[src/rtl/irq_svc_pkg.sv]
package irq_svc_pkg;

  localparam int PIN_IDX_W = 8;

  typedef struct packed {
    logic                 issue;
    logic                 sweep;
    logic [PIN_IDX_W-1:0] grantIdx;
  } svc_strobe_t;

endpackage

[src/rtl/irq_svc_ctrl.sv]
module irq_svc_ctrl
  import irq_svc_pkg::*;
#(
  parameter int NUM_PINS     = 24,
  parameter int DEFER_CYCLES = 1250000,
  localparam int TMR_W       = $clog2(DEFER_CYCLES + 1)
) (
  input  logic                clk,
  input  logic                rstN,
  input  logic [NUM_PINS-1:0] elig,
  input  logic                stormHit,
  output svc_strobe_t         st
);

  logic             busyQ;
  logic [TMR_W-1:0] tmrQ;
  logic             sweepNow;
  int               pick;

  // lowest eligible pin wins
  always_comb begin
    pick = 0;
    for (int i = NUM_PINS - 1; i >= 0; i--) begin
      if (elig[i]) pick = i;
    end
  end

  assign sweepNow = busyQ && (tmrQ == TMR_W'(DEFER_CYCLES - 1));

  always_comb begin
    st.issue    = |elig;
    st.sweep    = sweepNow;
    st.grantIdx = st.issue ? PIN_IDX_W'(pick) : '0;
  end

  // deferral timer: armed by a storm hit, fires one sweep
  always_ff @(posedge clk) begin
    if (!rstN) begin
      busyQ <= 1'b0;
      tmrQ  <= '0;
    end else begin
      if (sweepNow) busyQ <= stormHit;
      else          busyQ <= busyQ | stormHit;
      if (!busyQ || sweepNow) tmrQ <= '0;
      else                    tmrQ <= tmrQ + TMR_W'(1);
    end
  end

  logic [NUM_PINS-1:0] belowGrant;
  assign belowGrant = (NUM_PINS'(1) << st.grantIdx) - NUM_PINS'(1);

  AST_GRANT_ELIGIBLE: assert property (@(posedge clk) disable iff (!rstN)
    st.issue |-> elig[st.grantIdx]);
  AST_LOWEST_FIRST: assert property (@(posedge clk) disable iff (!rstN)
    st.issue |-> ((elig & belowGrant) == '0));
  AST_TIMER_IN_RANGE: assert property (@(posedge clk) disable iff (!rstN)
    busyQ |-> (tmrQ < TMR_W'(DEFER_CYCLES)));

endmodule

[src/rtl/irq_svc_datapath.sv]
module irq_svc_datapath
  import irq_svc_pkg::*;
#(
  parameter int NUM_PINS    = 24,
  parameter int VEC_W       = 8,
  parameter int STORM_LIMIT = 10000,
  localparam int PIN_W      = $clog2(NUM_PINS),
  localparam int CNT_W      = $clog2(STORM_LIMIT + 1)
) (
  input  logic                      clk,
  input  logic                      rstN,
  input  logic                      lineValid,
  input  logic [PIN_W-1:0]          linePin,
  input  logic                      lineLevel,
  input  logic [NUM_PINS-1:0]       entMask,
  input  logic [NUM_PINS-1:0]       entLevelTrig,
  input  logic [NUM_PINS*VEC_W-1:0] entVector,
  input  logic                      entWrite,
  input  logic [PIN_W-1:0]          entWritePin,
  input  logic                      eoiValid,
  input  logic [VEC_W-1:0]          eoiVector,
  input  logic                      dlvAccept,
  input  svc_strobe_t               st,
  output logic [NUM_PINS-1:0]       elig,
  output logic                      stormHit,
  output logic [NUM_PINS-1:0]       irrReport
);

  logic [NUM_PINS-1:0] irrQ, dlvdQ, rirrQ, pendQ;
  logic [NUM_PINS-1:0] irrN, dlvdN, rirrN, pendN;
  logic [CNT_W-1:0]    cntQ [NUM_PINS];
  logic [CNT_W-1:0]    cntN [NUM_PINS];
  logic [NUM_PINS-1:0] vecHit, hitVec;
  logic [NUM_PINS-1:0] grantOh, lineOh, wrOh;

  genvar gp;
  generate
    for (gp = 0; gp < NUM_PINS; gp++) begin : g_vec
      assign vecHit[gp] = eoiValid && (entVector[gp*VEC_W +: VEC_W] == eoiVector);
    end
  endgenerate

  assign elig = pendQ & ~entMask & (~entLevelTrig | (irrQ & ~rirrQ));

  always_comb begin
    grantOh = '0;
    lineOh  = '0;
    wrOh    = '0;
    if (st.issue) grantOh[st.grantIdx[PIN_W-1:0]] = 1'b1;
    if (lineValid) lineOh[linePin] = 1'b1;
    if (entWrite)  wrOh[entWritePin] = 1'b1;
  end

  always_comb begin
    for (int i = 0; i < NUM_PINS; i++) begin
      irrN[i]   = irrQ[i];
      dlvdN[i]  = dlvdQ[i];
      rirrN[i]  = rirrQ[i];
      pendN[i]  = pendQ[i] & elig[i] & ~grantOh[i];
      cntN[i]   = cntQ[i];
      hitVec[i] = 1'b0;
      // issue effects
      if (grantOh[i]) begin
        if (!entLevelTrig[i])  dlvdN[i] = 1'b1;
        else if (dlvAccept)    rirrN[i] = 1'b1;
      end
      // line event
      if (lineOh[i]) begin
        if (!lineLevel) begin
          irrN[i] = 1'b0;
        end else if (!entLevelTrig[i]) begin
          dlvdN[i] = 1'b0;
          if (!irrQ[i]) begin
            irrN[i]  = 1'b1;
            pendN[i] = 1'b1;
          end
        end else begin
          irrN[i]  = 1'b1;
          pendN[i] = 1'b1;
        end
      end
      // end-of-interrupt on level entries
      if (vecHit[i] && entLevelTrig[i]) begin
        rirrN[i] = 1'b0;
        if (!entMask[i] && irrN[i]) begin
          if (cntQ[i] + CNT_W'(1) == CNT_W'(STORM_LIMIT)) begin
            cntN[i]   = '0;
            hitVec[i] = 1'b1;
          end else begin
            cntN[i]  = cntQ[i] + CNT_W'(1);
            pendN[i] = 1'b1;
          end
        end else begin
          cntN[i] = '0;
        end
      end
      // entry rewrite
      if (wrOh[i]) begin
        if (!entLevelTrig[i]) rirrN[i] = 1'b0;
        else if (irrN[i])     pendN[i] = 1'b1;
      end
      // deferred sweep
      if (st.sweep && entLevelTrig[i] && irrN[i] && !rirrN[i]) pendN[i] = 1'b1;
    end
  end

  assign stormHit  = |hitVec;
  assign irrReport = irrQ & ~dlvdQ;

  always_ff @(posedge clk) begin
    if (!rstN) begin
      irrQ  <= '0;
      dlvdQ <= '0;
      rirrQ <= '0;
      pendQ <= '0;
      for (int i = 0; i < NUM_PINS; i++) cntQ[i] <= '0;
    end else begin
      irrQ  <= irrN;
      dlvdQ <= dlvdN;
      rirrQ <= rirrN;
      pendQ <= pendN;
      for (int i = 0; i < NUM_PINS; i++) cntQ[i] <= cntN[i];
    end
  end

  AST_DEASSERT_CLEARS: assert property (@(posedge clk) disable iff (!rstN)
    lineValid && !lineLevel |=> !irrQ[$past(linePin)]);
  AST_COALESCE_UNDELIVERED: assert property (@(posedge clk) disable iff (!rstN)
    lineValid && lineLevel && !entLevelTrig[linePin] && irrQ[linePin]
    |=> !dlvdQ[$past(linePin)]);
  AST_ACCEPT_SETS_RIRR: assert property (@(posedge clk) disable iff (!rstN)
    st.issue && entLevelTrig[st.grantIdx[PIN_W-1:0]] && dlvAccept && !eoiValid && !entWrite
    |=> rirrQ[$past(st.grantIdx[PIN_W-1:0])]);

  generate
    for (gp = 0; gp < NUM_PINS; gp++) begin : g_cnt_chk
      AST_COUNT_BELOW_LIMIT: assert property (@(posedge clk) disable iff (!rstN)
        cntQ[gp] < CNT_W'(STORM_LIMIT));
    end
  endgenerate

endmodule

[src/rtl/irq_pin_service.sv]
module irq_pin_service
  import irq_svc_pkg::*;
#(
  parameter int NUM_PINS     = 24,
  parameter int VEC_W        = 8,
  parameter int DEST_W       = 8,
  parameter int STORM_LIMIT  = 10000,
  parameter int DEFER_CYCLES = 1250000,
  localparam int PIN_W       = $clog2(NUM_PINS)
) (
  input  logic                       clk,
  input  logic                       rstN,
  input  logic                       lineValid,
  input  logic [PIN_W-1:0]           linePin,
  input  logic                       lineLevel,
  input  logic [NUM_PINS-1:0]        entMask,
  input  logic [NUM_PINS-1:0]        entLevelTrig,
  input  logic [NUM_PINS*VEC_W-1:0]  entVector,
  input  logic [NUM_PINS*DEST_W-1:0] entDest,
  input  logic                       entWrite,
  input  logic [PIN_W-1:0]           entWritePin,
  input  logic                       eoiValid,
  input  logic [VEC_W-1:0]           eoiVector,
  output logic                       dlvValid,
  output logic [PIN_W-1:0]           dlvPin,
  output logic [VEC_W-1:0]           dlvVector,
  output logic [DEST_W-1:0]          dlvDest,
  output logic                       dlvLevelTrig,
  input  logic                       dlvAccept,
  output logic [NUM_PINS-1:0]        irrReport
);

  svc_strobe_t         st;
  logic [NUM_PINS-1:0] elig;
  logic                stormHit;
  logic [PIN_W-1:0]    gIdx;

  irq_svc_datapath #(
    .NUM_PINS(NUM_PINS), .VEC_W(VEC_W), .STORM_LIMIT(STORM_LIMIT)
  ) dp_i (
    .clk(clk), .rstN(rstN),
    .lineValid(lineValid), .linePin(linePin), .lineLevel(lineLevel),
    .entMask(entMask), .entLevelTrig(entLevelTrig), .entVector(entVector),
    .entWrite(entWrite), .entWritePin(entWritePin),
    .eoiValid(eoiValid), .eoiVector(eoiVector),
    .dlvAccept(dlvAccept), .st(st),
    .elig(elig), .stormHit(stormHit), .irrReport(irrReport)
  );

  irq_svc_ctrl #(
    .NUM_PINS(NUM_PINS), .DEFER_CYCLES(DEFER_CYCLES)
  ) ctl_i (
    .clk(clk), .rstN(rstN), .elig(elig), .stormHit(stormHit), .st(st)
  );

  assign gIdx         = st.grantIdx[PIN_W-1:0];
  assign dlvValid     = st.issue;
  assign dlvPin       = st.issue ? gIdx : '0;
  assign dlvVector    = st.issue ? entVector[gIdx*VEC_W +: VEC_W] : '0;
  assign dlvDest      = st.issue ? entDest[gIdx*DEST_W +: DEST_W] : '0;
  assign dlvLevelTrig = st.issue & entLevelTrig[gIdx];

  AST_MASKED_NEVER_SENT: assert property (@(posedge clk) disable iff (!rstN)
    dlvValid |-> !entMask[dlvPin]);

endmodule

[config.mk]
export PLATFORM = sky130hd
export DESIGN_NAME = irq_pin_service
export DESIGN_NICKNAME = d
export VERILOG_FILES = /design/src/rtl/irq_svc_pkg.sv /design/src/rtl/irq_svc_ctrl.sv /design/src/rtl/irq_svc_datapath.sv /design/src/rtl/irq_pin_service.sv
export SDC_FILE = /design/constraint.sdc
export NUM_CORES = 2
export LEC_CHECK = 0
export CORE_AREA = 2 2 371 336
export DETAILED_ROUTE_END_ITERATION = 10
export DIE_AREA = 0 0 373 338
export MAX_ROUTING_LAYER = met4
export PLACE_DENSITY = 0.51
export SLEW_MARGIN = 40
export SYNTH_ARGS = -nofsm -noshare
export SYNTH_HDL_FRONTEND = slang
export SYNTH_HIERARCHICAL = 1
export SYNTH_SLANG_ARGS = --single-unit
[constraint.sdc]
create_clock -name clk -period 5.18 [get_ports clk]
set_clock_uncertainty 0.15 [all_clocks]
set_input_delay 1.036 -clock clk [delete_from_list [all_inputs] [get_ports clk]]
set_output_delay 1.036 -clock clk [all_outputs]
set_load 0.05 [all_outputs]
==> impl_metrics.json <==
{
  "syn-cell-area_sq_um": 34000,
  "critPathLaunchType": "primary input",
  "cp_slowest_stage_delay_ps": 590,
  "grt_overflow": 0,
  "clk_pin_slew_ps": 60,
  "setup_tns_ps": -5750,
  "wl_microns": 157000,
  "crit_type": "in -> out",
  "worst_setup_path_end_kind": "output pin",
  "worst_slack_ps": -436,
  "fmax_ghz": 0.178,
  "crit_family": "buffers and inverters",
  "drv_slew": 0,
  "grt_pass1_wl_microns": 228000,
  "p_leak_nw": 15.8,
  "drc_errors": 0,
  "fin_nets": 5597,
  "cp_slowest_cell": "or4_4",
  "detail-route-antenna-nets": 0,
  "syn-num-nets": 4930,
  "post_route_cells_drive_above_1_share": 0.147,
  "violations": "negative setup slack",
  "wire_per_inst_microns": 23.1,
  "cp.buffers_inverters": 7,
  "grt_antenna_before_repair": 39,
  "cap_violations": 0,
  "vias_per_cell": 5.48,
  "slew_headroom": 0.360,
  "avgSynthCellArea_sq_um": 7.68,
  "worst-slew-pin-transition_ps": 957,
  "post-route-period-util": 1.08,
  "place_congestion": 1.02,
  "yosysWarnings": 6,
  "cp_data_arrival_time_ps": 4430,
  "vdd_drop_max_mv": 0.283,
  "area_growth_pct": 34.6,
  "drt_first_pass_iters": 5,
  "fill_cells": 12700,
  "vias": 37100,
  "clkLatencyLatePin_ps": 650,
  "hold_path_class": "reg -> reg",
  "rows": 122,
  "io_pins": 504,
  "finalSetupViolCount": 17,
  "h-tree-depth": 2,
  "hpwl_microns": 123000,
  "cts_tree": "yes",
  "pwr_density_cell_nw_per_um2": 190,
  "syn-instance-count": 4424,
  "cts_made_buffers": 55,
  "die_h_microns": 338,
  "cpMostUsedCell": "buf_12",
  "portBuffers": 503,
  "first_global_vias": 33800,
  "die_x_microns": 373,
  "placed_area_sq_um": 43000,
  "final_hold_viol_count": 0,
  "critPathMaxFanout": 5,
  "final_area_sq_um": 45700,
  "cp.required_ps": 3990,
  "cp_cell_sequence": "clkdlybuf4s15_1, o21ai_0, nand3b_1, inv_1, or4_4, nor2_4, nand3_4, o21ai_4, a211oi_4, buf_12, buf_12, buf_12, mux4_2, a22oi_2, buf_6, o211ai_1, clkbuf_16",
  "status": "complete, but fails checks",
  "grt_use_total": 0.245,
  "clock_sinks": 454,
  "die_area_sq_um": 126000,
  "cts-root-buf": "clkbuf_16",
  "min_period_ps": 5620,
  "initial_core_util": 0.278,
  "drtIter0Drc": 3470,
  "grt_max_degree": 116,
  "clk_path_buf_depth": 3,
  "core_area_sq_um": 122000,
  "rsz0062_at_grt": "yes"
}
==> repair_timing <==
action	in CTS	in global routing
gates cloned	3	4
pin swaps	40	20
setup endpoints to repair	20	18
setup buffers	27	5
gates resized for setup	163	32
hold buffers	0	0
==> worst paths after layout <==
kind                         to       startpoint  slack (ps)  depth (start not counted)
setup / recovery   dlvVector[7]  entLevelTrig[9]        -440                         17
hold / removal    ctl_i/tmrQ[0]    ctl_i/tmrQ[0]         310                          1
setup reg to reg  dp_i/pendQ[4]    dp_i/irrQ[23]         860                         21
hold reg to reg   ctl_i/tmrQ[0]    ctl_i/tmrQ[0]         310                          1
==> final cells by class <==
class                      instances  area [sq um]  share of cell area
tap                             1612          2020              0.0441
sequential                       454          9090               0.199
multi-input combinational       3576         23700               0.518
antenna                           28          70.1             0.00153
timing repair buffer             878          8540               0.187
clock inverter                    17           233             0.00509
inverter                         126           485              0.0106
clock buffer                      84          1620              0.0354
==> layout by cell type, fill, tap and decap left out, drive strengths merged, types with 68 or more instances in the layout <==
master	count
a21oi	358
nor2	435
inv	126
nand2	375
clkdlybuf4s50	423
or3	98
nand3	185
nand4	84
and3	109
clkbuf	90
and2	68
dfxtp	454
a31oi	89
o21ai	305
mux4	68
xor2	176
mux2i	78
nor3	154
xnor2	72
buf	414
==> power breakdown <==
group	switching, mW	internal [mW]	total, mW	leakage, nW
clock network	1.67	2.39	4.06	0.911
registers	0.00103	3.49	3.49	3.66
logic	0.594	0.539	1.13	11.2
total	2.26	6.43	8.69	15.8
==> state kept, by name, summed over array words and instances (netlist names) <==
signal	count
dp_i/cntQ	336
dp_i/rirrQ	24
ctl_i/tmrQ	21
ctl_i/busyQ	1
dp_i/dlvdQ	24
dp_i/irrQ	24
dp_i/pendQ	24
==> routing by layer <==
metal  routed length [microns]  global-route usage  part of all wire
met1                     75400               0.353              0.48
met2                     65800               0.356              0.42
met3                     13000              0.0473             0.083
met4                      2390              0.0407             0.015
met5                         0                   -                 0
==> through the flow <==
step           cells  utilization  setup WS [ps]  hold WS, ps  power [mW]
2_1_floorplan   4424            -          -61.0          280        3.96
3_3_place_gp    6607        0.351          -1170          298        4.68
3_5_place_dp    6609        0.352          -1190          301        4.67
4_1_cts         6740        0.371           -351          314        8.77
5_1_grt         6767        0.374           -416          347        8.99
6_report        6775        0.374           -436          310        8.69
Note: power is estimated with default switching activity, not from simulation.
